### src/rtl/clk_root_gen.sv
module clk_root_gen #(
  parameter int NSRC   = 4,
  parameter int DIV_W  = 5,
  parameter int MND_W  = 16,
  parameter int NLVL   = 8,
  parameter int ADDR_W = 6
) (
  input  logic                    clk,
  input  logic                    rst_n,
  input  logic [NSRC-1:0]         src_tick,
  input  logic                    reg_we,
  input  logic [ADDR_W-1:0]       reg_addr,
  input  logic [31:0]             reg_wdata,
  output logic [31:0]             reg_rdata,
  input  logic [$clog2(NLVL)-1:0] lvl_sel,
  output logic                    clk_en,
  output logic                    clk_lvl
);
  localparam int LW    = $clog2(NLVL);
  localparam int CFG_W = 14;
  localparam logic [CFG_W-1:0] CFG_MASK = CFG_W'((1 << DIV_W) - 1) | 14'h3700;

  logic upd_q, dfs_en, sw_ctl;
  logic [CFG_W-1:0] s_cfg;
  logic [MND_W-1:0] s_m, s_n, s_d;
  logic [CFG_W-1:0] t_cfg [NLVL];
  logic [MND_W-1:0] t_m [NLVL];
  logic [MND_W-1:0] t_n [NLVL];
  logic [MND_W-1:0] t_d [NLVL];

  logic [DIV_W-1:0] a_div;
  logic [2:0]       a_src;
  logic [1:0]       a_mode;
  logic [MND_W-1:0] a_m, a_n, a_dd;
  logic             act_dfs;
  logic [LW-1:0]    act_lvl;
  logic [DIV_W:0]   pacc, pacc_nx;
  logic [MND_W-1:0] acc, acc_nx;

  wire [ADDR_W-LW-1:0] grp = reg_addr[ADDR_W-1:LW];
  wire [LW-1:0]        idx = reg_addr[LW-1:0];
  logic unused_wd;
  assign unused_wd = ^reg_wdata;

  logic [CFG_W-1:0] p_cfg;
  logic [MND_W-1:0] p_m, p_n, p_d;
  always_comb begin
    if (dfs_en) begin
      p_cfg = t_cfg[lvl_sel]; p_m = t_m[lvl_sel]; p_n = t_n[lvl_sel]; p_d = t_d[lvl_sel];
    end else begin
      p_cfg = s_cfg; p_m = s_m; p_n = s_n; p_d = s_d;
    end
  end

  logic [7:0] tick_vec;
  always_comb begin
    tick_vec = '0;
    tick_vec[NSRC-1:0] = src_tick;
  end
  wire tick = tick_vec[a_src];

  wire [DIV_W:0]   plim = {1'b0, a_div} + 1'b1;
  wire [DIV_W+1:0] psum = {1'b0, pacc} + 2'd2;
  logic pre;
  always_comb begin
    pre = 1'b0;
    pacc_nx = pacc;
    if (a_div == '0) begin
      pre = tick;
    end else if (tick) begin
      if (psum >= {1'b0, plim}) begin
        pre = 1'b1;
        pacc_nx = (DIV_W+1)'(psum - {1'b0, plim});
      end else begin
        pacc_nx = psum[DIV_W:0];
      end
    end
  end

  wire             mnd_on = (a_mode == 2'd2) && (a_m != '0);
  wire [MND_W:0]   msum   = {1'b0, acc} + {1'b0, a_m};
  wire             wrap   = msum >= {1'b0, a_n};
  wire             en_nx  = mnd_on ? (pre && wrap) : pre;
  always_comb begin
    acc_nx = acc;
    if (mnd_on && pre) acc_nx = wrap ? MND_W'(msum - {1'b0, a_n}) : msum[MND_W-1:0];
  end
  wire lvl_nx = mnd_on ? ({1'b0, acc_nx, 1'b0} < {2'b00, a_dd}) : en_nx;

  wire swap = en_nx && (dfs_en ? (!act_dfs || act_lvl != lvl_sel) : upd_q);

  always_ff @(posedge clk or negedge rst_n) begin
    if (!rst_n) begin
      upd_q <= 1'b0; dfs_en <= 1'b0; sw_ctl <= 1'b1;
      s_cfg <= '0; s_m <= '0; s_n <= '0; s_d <= '0;
      for (int i = 0; i < NLVL; i++) begin
        t_cfg[i] <= '0; t_m[i] <= '0; t_n[i] <= '0; t_d[i] <= '0;
      end
    end else begin
      if (swap && !dfs_en) upd_q <= 1'b0;
      if (reg_we) begin
        case (int'(grp))
          0: case (int'(idx))
               0: if (reg_wdata[0] && !dfs_en) upd_q <= 1'b1;
               1: s_cfg <= reg_wdata[CFG_W-1:0] & CFG_MASK;
               2: s_m <= reg_wdata[MND_W-1:0];
               3: s_n <= reg_wdata[MND_W-1:0];
               4: s_d <= reg_wdata[MND_W-1:0];
               5: begin
                 dfs_en <= reg_wdata[0];
                 sw_ctl <= reg_wdata[0] ? 1'b0 : reg_wdata[15];
                 if (reg_wdata[0]) upd_q <= 1'b0;
               end
               default: ;
             endcase
          1: t_cfg[idx] <= reg_wdata[CFG_W-1:0] & CFG_MASK;
          2: t_m[idx] <= reg_wdata[MND_W-1:0];
          3: t_n[idx] <= reg_wdata[MND_W-1:0];
          4: t_d[idx] <= reg_wdata[MND_W-1:0];
          default: ;
        endcase
      end
    end
  end

  always_ff @(posedge clk or negedge rst_n) begin
    if (!rst_n) begin
      a_div <= '0; a_src <= '0; a_mode <= '0;
      a_m <= '0; a_n <= '0; a_dd <= '0;
      act_dfs <= 1'b0; act_lvl <= '0;
      pacc <= '0; acc <= '0;
      clk_en <= 1'b0; clk_lvl <= 1'b0;
    end else begin
      if (swap) begin
        a_div   <= p_cfg[DIV_W-1:0];
        a_src   <= p_cfg[10:8];
        a_mode  <= p_cfg[13:12];
        a_m     <= p_m;
        a_n     <= ~p_n + p_m;
        a_dd    <= ~p_d;
        act_dfs <= dfs_en;
        act_lvl <= lvl_sel;
        pacc    <= '0;
        acc     <= '0;
      end else begin
        pacc <= pacc_nx;
        acc  <= acc_nx;
      end
      clk_en  <= en_nx;
      clk_lvl <= lvl_nx;
    end
  end

  always_comb begin
    reg_rdata = '0;
    case (int'(grp))
      0: case (int'(idx))
           0: reg_rdata = {31'b0, upd_q};
           1: reg_rdata = 32'(s_cfg);
           2: reg_rdata = 32'(s_m);
           3: reg_rdata = 32'(s_n);
           4: reg_rdata = 32'(s_d);
           5: reg_rdata = {16'b0, sw_ctl, 14'b0, dfs_en};
           default: ;
         endcase
      1: reg_rdata = 32'(t_cfg[idx]);
      2: reg_rdata = 32'(t_m[idx]);
      3: reg_rdata = 32'(t_n[idx]);
      4: reg_rdata = 32'(t_d[idx]);
      default: ;
    endcase
  end
endmodule


### config.mk
export PLATFORM = sky130hd
export DESIGN_NAME = clk_root_gen
export DESIGN_NICKNAME = d
export VERILOG_FILES = /design/src/rtl/clk_root_gen.sv
export SDC_FILE = /design/constraint.sdc
export NUM_CORES = 1
export LEC_CHECK = 0
export CORE_UTILIZATION = 57
export DETAILED_ROUTE_END_ITERATION = 10
export PLACE_DENSITY = 0.77
export SLEW_MARGIN = 10
export SYNTH_ARGS = -nofsm -noshare
export SYNTH_HDL_FRONTEND = slang
export SYNTH_SLANG_ARGS = --single-unit
export TNS_END_PERCENT = 30
### constraint.sdc
create_clock -name clk -period 5.2 [get_ports clk]
set_input_delay 0.78 -clock clk [delete_from_list [all_inputs] [get_ports clk]]
set_output_delay 0.78 -clock clk [all_outputs]
set_load 0.005 [all_outputs]
# ---- After elaboration in Yosys (flattened, before gate mapping)
# Index checks and enable logic that the tools add are counted.
dict set report totals {
  output_inout_bits 34
  register_bits 643
  wordCells 165
  in_bits 48
}
dict set report op_classes {
  n_eq_ne 12
  reduce_logical 25
  n_addsub 6
  bitwise_logic 4
  order_cmp 7
  muxes 60
}
# op count
set op_table {}
lappend op_table {{$bwmux 128} 3}
lappend op_table {{$mux 16} 19}
lappend op_table {{$bmux 16 s3} 6}
lappend op_table {{$bwmux 112} 1}
lappend op_table {{$pmux 16 s6} 1}
lappend op_table {{$bmux 14 s3} 2}
lappend op_table {{$mux 14} 6}
lappend op_table {{$pmux 16 s5} 1}
lappend op_table {{$demux 16 s3} 1}
lappend op_table {{$demux 14 s3} 1}
lappend op_table {{$not 16->16} 2}
lappend op_table {{$mux 6} 4}
lappend op_table {{$add 16x16->17} 1}
lappend op_table {{$ge 17x16->1} 1}
lappend op_table {{$lt 17x16->1} 1}
lappend op_table {{$add 16x16->16} 1}
lappend op_table {{$reduce_bool 16->1} 1}
lappend op_table {{$sub 16x16->16} 1}
lappend op_table {{$reduce_and 3->1} 5}
lappend op_table {{$mux 1} 13}
lappend op_table {{$eq 3x2->1 const B} 4}
lappend op_table {{$reduce_and 2->1} 5}
lappend op_table {{$eq 3x3->1 const B} 3}
lappend op_table {{$ge 4x4->1 const B} 2}
lappend op_table {{other kinds (19)} 29}

# ---- Longest topological paths before layout
dict set report logic_depth {
  word_depth 14
  mapped_depth 30
  ltp_nobuf 27
}

# ---- Worst setup path before layout
# OpenSTA, ideal clock, no wires.
dict set report synth_timing {
  kind {register to register}
  from {reg a_m[0]}
  to {reg clk_lvl}
  period_less_slack_ps 5380
  setup_slack_ps -180
  path_stages_with_launch 29
  setup_ps 87
  arrival_ps 5293
  n_path_buf 1
  required_ps 5113
  cell_sequence {dfrtp_1 -> ha_1 -> inv_1 -> fa_1 -> nor2b_1 -> o31a_1 -> o41ai_1 -> a21boi_0 -> nor2_1 -> xnor2_1 -> ha_1 -> and4_4 -> and2_4 -> a21boi_1 -> or3b_1 -> buf_2 -> o311ai_4 -> nand2_2 -> o211ai_1 -> nand2_1 -> ha_1 -> nor2b_1 -> o21a_1 -> o21a_1 -> o21ai_0 -> a211oi_1 -> o22ai_1 -> nand2_1 -> a22oi_1}
}
dict set report synth_between {
  elab_chain_cells 6
  word_cells_on_any_way 12
  cone_classes {add/sub: 2; order compare: 2; mux: 4; reduce/logical: 4}
}
# element line_no
set synth_lines {}
lappend synth_lines {{from (decl)} 34} ;# logic [MND_W-1:0] a_m, a_n, a_dd;
lappend synth_lines {{from (signal assigned)} 138} ;# a_m <= p_m;
lappend synth_lines {{$add 16x16->17 / $reduce_bool 16->1 (equally long branches)} {81, 80}}
lappend synth_lines {{$sub 16x16->16, or another cell as far along} 86} ;# if (mnd_on && pre) acc_nx = wrap ? MND_W'(msum - {1'b0, a_n}) : msum[MND_W-1:0];
lappend synth_lines {{$mux 16 / $logic_and 1x1->1 (equally long branches)} 86}
lappend synth_lines {{$mux 16} 86}
lappend synth_lines {{$lt 17x16->1} 88} ;# wire lvl_nx = mnd_on ? ({1'b0, acc_nx, 1'b0} < {2'b00, a_dd}) : en_nx;
lappend synth_lines {{$mux 1 (*)} 88}
lappend synth_lines {{net lvl_nx} 88}
lappend synth_lines {{to (signal assigned)} 150} ;# clk_lvl <= lvl_nx;
lappend synth_lines {{to (decl)} 17} ;# output logic clk_lvl
# The timed path passes the listed nets; every way through them passes the cells marked *.
# A chain may end at the register's enable or synchronous reset.

# ---- Worst setup path after layout
# Ends and elaborated chain as after synthesis.

==> impl_metrics.toml <==
[sta]
max_freq_ghz = 0.178
tightestPinTransition_ns = 1.26
setup_viol = 1
finalSetupTns_ns = -0.409
fin_ws_ns = -0.409
finalHoldViolations = 0
maxSlewHeadroom_pct = 15.9
slew_viol_final = 0
fin_skew_ns = 0.0153
period_share_pct = 108
period_needed_ns = 5.61
rsz0062_at_grt = "true"

[logic_synthesis]
syn_avg_cell_area_um2 = 13.0
synth.distinct_cells = 76
syn_area_um2 = 34300
synth_edf_count = 0
seq_area_frac_synth_pct = 44.6
ys_async_sr_fraction_pct = 100
synth-seq-cells = 611
synthCells = 2632
ys.flop_type = "dfrtp_1"
yosysWarnings = 0

[route]
drt_iter0_markers = 2165
ant_nets = 0
route.detailed.drc = 4
viasPerCell = 6.67
vias = 23800
firstDrtPassIters = 11
routedWlPerCell_um = 26.6
totalWireLength_mm = 94.7

[critical_path]
cp.arrival_ns = 6.13
critPathSlowestCell = "or3b_4"
crit_type = "flop to flop"
crit_path_end_kind = "flop"
cp_data_required_time_ns = 5.72
cpPeakStageDelay_ns = 0.43
path_common_cell = "o21a_1"
start_kind = "flop"
path_max_fanout = 6

[layout]
syn_to_final_growth_pct = 13.4
finalNetCount = 2863
drive_above_1_share_pct = 40.4
fin_util_pct = 65.7
fin_cells = 3563
fin_area_um2 = 38900

[global_route]
met1_usage_pct = 43.4
use_met3_pct = 6.34
grt_overflow = 0
grt_pass1_wl_mm = 146
use_met2_pct = 50.2
grt_max_degree = 129
grt_busiest_layer = "met2"
grt_pass1_vias = 24300
grt_use_total_pct = 31.9
antenna_found_initial = 3

[clocking]
clock_sinks = 611
cts-htree-levels = 3
clk_latency_ns = 0.60
cts_root_buf = "clkbuf_16"
path_clk_slew_ns = 0.06
cts_buffer_depth = 3
cts_made_buffers = 67
cts_tree = "done"

[place]
routabilityCongestion = 0.949
dp_cells = 3420
dpl.hpwl_mm = 63.3
io_buffer_count = 49
place_area_um2 = 36400

[outcome]
status = "finished, violations left"
violations = "design-rule violations, negative setup slack"

[pwr]
p_seq_share_pct = 33.2
p_sw_w = 0.00644
switching_share_pct = 34.5
irDropWorstVdd_mv = 0.275
power_density_nw_per_um2 = 479
p_leak_nw = 17.8
p_int_w = 0.0122
clkPwrFrac_pct = 25.8
power_frac_comb_pct = 41.1

[floorplan]
dieArea_um2 = 61200
fp.dieW_um = 247
start_util_pct = 57.9
die_y_um = 247
num_rows = 89
ios = 82
design.core.area_um2 = 59200

[min_path]
min_path_type = "input port to async pin"

[flow_run]
cap_violations = 0
## critical path, delay by kind of cell (launching register included)
kind / cells / cell delay [ns]
AO/OA/AOI/OAI: 14 / 2.62
buffers and inverters: 2 / 0.20
adder cells (fa/ha/maj): 4 / 1.01
flip-flops: 1 / 0.39
AND/OR/NAND/NOR: 8 / 1.30
## synthesized netlist by cell type (3+ instances only)
library cell,count,area (µm²)
buf_2,22,110
o41ai_1,3,26.3
o31ai_1,3,22.5
a221oi_1,9,78.8
o211ai_1,14,105
nand4_1,4,25.0
or2_2,11,68.8
nor4_1,5,31.3
xnor2_1,23,201
xor2_1,18,158
nand3b_1,3,22.5
clkbuf_1,126,473
nand2_1,164,616
ha_1,71,888
a2111oi_0,4,35.0
or3b_1,3,26.3
nor2_1,118,443
fa_1,4,80.1
mux2_2,525,5910
and3_1,6,37.5
a31oi_1,12,75.1
a211oi_1,24,180
buf_1,38,143
and2_1,12,75.1
inv_1,52,195
buf_4,21,158
a211oi_2,8,100
nor2b_1,12,75.1
a21oi_1,79,395
dfrtp_1,610,15300
a22o_1,10,87.6
nand3_1,18,90.1
o21ai_1,10,50.1
o21ai_0,77,385
buf_6,7,78.8
nand2b_1,8,50.1
a22oi_1,12,90.1
nor3_1,15,75.1
a21o_1,13,97.6
o21a_1,11,82.6
o22ai_1,33,206
mux2i_1,123,1230
or3_1,17,106
mux4_2,233,5250
a21boi_0,4,30.0
## final timing paths
kind / from / endpoint / slack (ns) / depth (start not counted)
max: a_m[0]$_DFFE_PN0N_ / clk_lvl$_DFF_PN0_ / -0.41 / 28
min: rst_n / t_cfg[65]$_DFFE_PN0P_ / 0.23 / 1
max reg2reg: a_m[0]$_DFFE_PN0N_ / clk_lvl$_DFF_PN0_ / -0.41 / 28
min reg2reg: a_src[2]$_DFFE_PN0N_ / a_src[2]$_DFFE_PN0N_ / 0.45 / 1
max in group asynchronous: rst_n / t_cfg[37]$_DFFE_PN0P_ / 3.58 / 2
min in group clk: a_src[2]$_DFFE_PN0N_ / a_src[2]$_DFFE_PN0N_ / 0.45 / 1
## per-stage QoR
step	hold slack, ns	setup WS, ns	total power [W]
after detailed placement	0.439	-0.622	0.0132
after global routing	0.319	-0.638	0.0196
after global placement	0.432	-0.477	0.0129
final	0.234	-0.409	0.0186
after floorplan	0.419	-0.159	0.0108
after CTS	0.297	-0.415	0.0184
## layout by cell type, fill, tap and decap left out, types with 8 or more instances in the layout
| master | instances |
|---|---|
| a211oi_1 | 21 |
| a211oi_2 | 10 |
| a21o_1 | 13 |
| a21oi_1 | 74 |
| a221oi_1 | 9 |
| a22o_1 | 10 |
| a22oi_1 | 11 |
| a31oi_1 | 11 |
| and2_1 | 12 |
| buf_12 | 16 |
| buf_4 | 174 |
| clkbuf_1 | 17 |
| clkbuf_16 | 71 |
| clkbuf_8 | 11 |
| clkdlybuf4s50_1 | 42 |
| clkinv_2 | 15 |
| conb_1 | 16 |
| dfrtp_1 | 609 |
| ha_1 | 69 |
| inv_1 | 51 |
| mux2_2 | 525 |
| mux2i_1 | 120 |
| mux4_2 | 233 |
| nand2_1 | 164 |
| nand2b_1 | 8 |
| nand3_1 | 17 |
| nor2_1 | 112 |
| nor2b_1 | 11 |
| nor3_1 | 14 |
| o211ai_1 | 14 |
| o21a_1 | 10 |
| o21ai_0 | 70 |
| o21ai_1 | 15 |
| o22ai_1 | 32 |
| or2_2 | 11 |
| or3_1 | 17 |
| xnor2_1 | 22 |
| xor2_1 | 18 |
## layer usage
| metal | wire length, µm | part of all wire [%] | up-vias |
|---|---|---|---|
| met1 | 38600 | 41 | 12400 |
| met5 | 13 | 0.014 | - |
| met2 | 45000 | 47 | 1056 |
| met4 | 3700 | 3.9 | 2 |
| met3 | 7430 | 7.8 | 244 |
| li1 | - | - | 10100 |
## kinds of logic (layout without fill, tap and decap cells)
| group | count (synthesis) | in the layout | synth area share (%) |
|---|---|---|---|
| AO/OA/AOI/OAI | 349 | 349 | 6.71 |
| XOR/XNOR | 41 | 41 | 1.05 |
| adder cells (fa/ha/maj) | 75 | 75 | 2.82 |
| buffers and inverters | 266 | 408 | 3.37 |
| flip-flops | 611 | 611 | 44.6 |
| multiplexers | 882 | 882 | 36.1 |
| other | 1 | 17 | 0.0109 |
| AND/OR/NAND/NOR | 407 | 407 | 5.34 |
## flip-flops by register name, indices dropped and copies added, names as in the netlist, 2 cells and up
name	flops
s_n	16
a_div	5
t_m	128
pacc	6
t_d	128
a_m	16
act_lvl	3
a_n	16
s_d	16
t_n	128
a_dd	16
s_cfg	10
t_cfg	80
a_mode	2
s_m	16
a_src	3
acc	16
## cell type report
class,count,area (µm²)
Inverter,52,195
Antenna cell,1,2.50
Timing Repair Buffer,238,2120
Clock inverter,21,234
Sequential cell,611,15300
Fill cell,4239,20300
Tap cell,773,967
Multi-Input combinational cell,1770,18100
Clock buffer,97,1960
## timing repair
item	in CTS	in global routing
hold buffers	0	0
buffers inserted	22	2
setup endpoints to repair	1	1
pin swaps	28	13
resized for setup	21	21
## power by group through the flow
stage / registers (W) / clock network (W) / logic (W)
after floorplan: 0.00602 / 0 / 0.00475
after global placement: 0.00614 / 0 / 0.00680
after detailed placement: 0.00624 / 0 / 0.00700
after CTS: 0.00616 / 0.00485 / 0.00737
after global routing: 0.00627 / 0.00505 / 0.00829
final: 0.00618 / 0.00480 / 0.00766
Power figures use the tool's default switching activity.
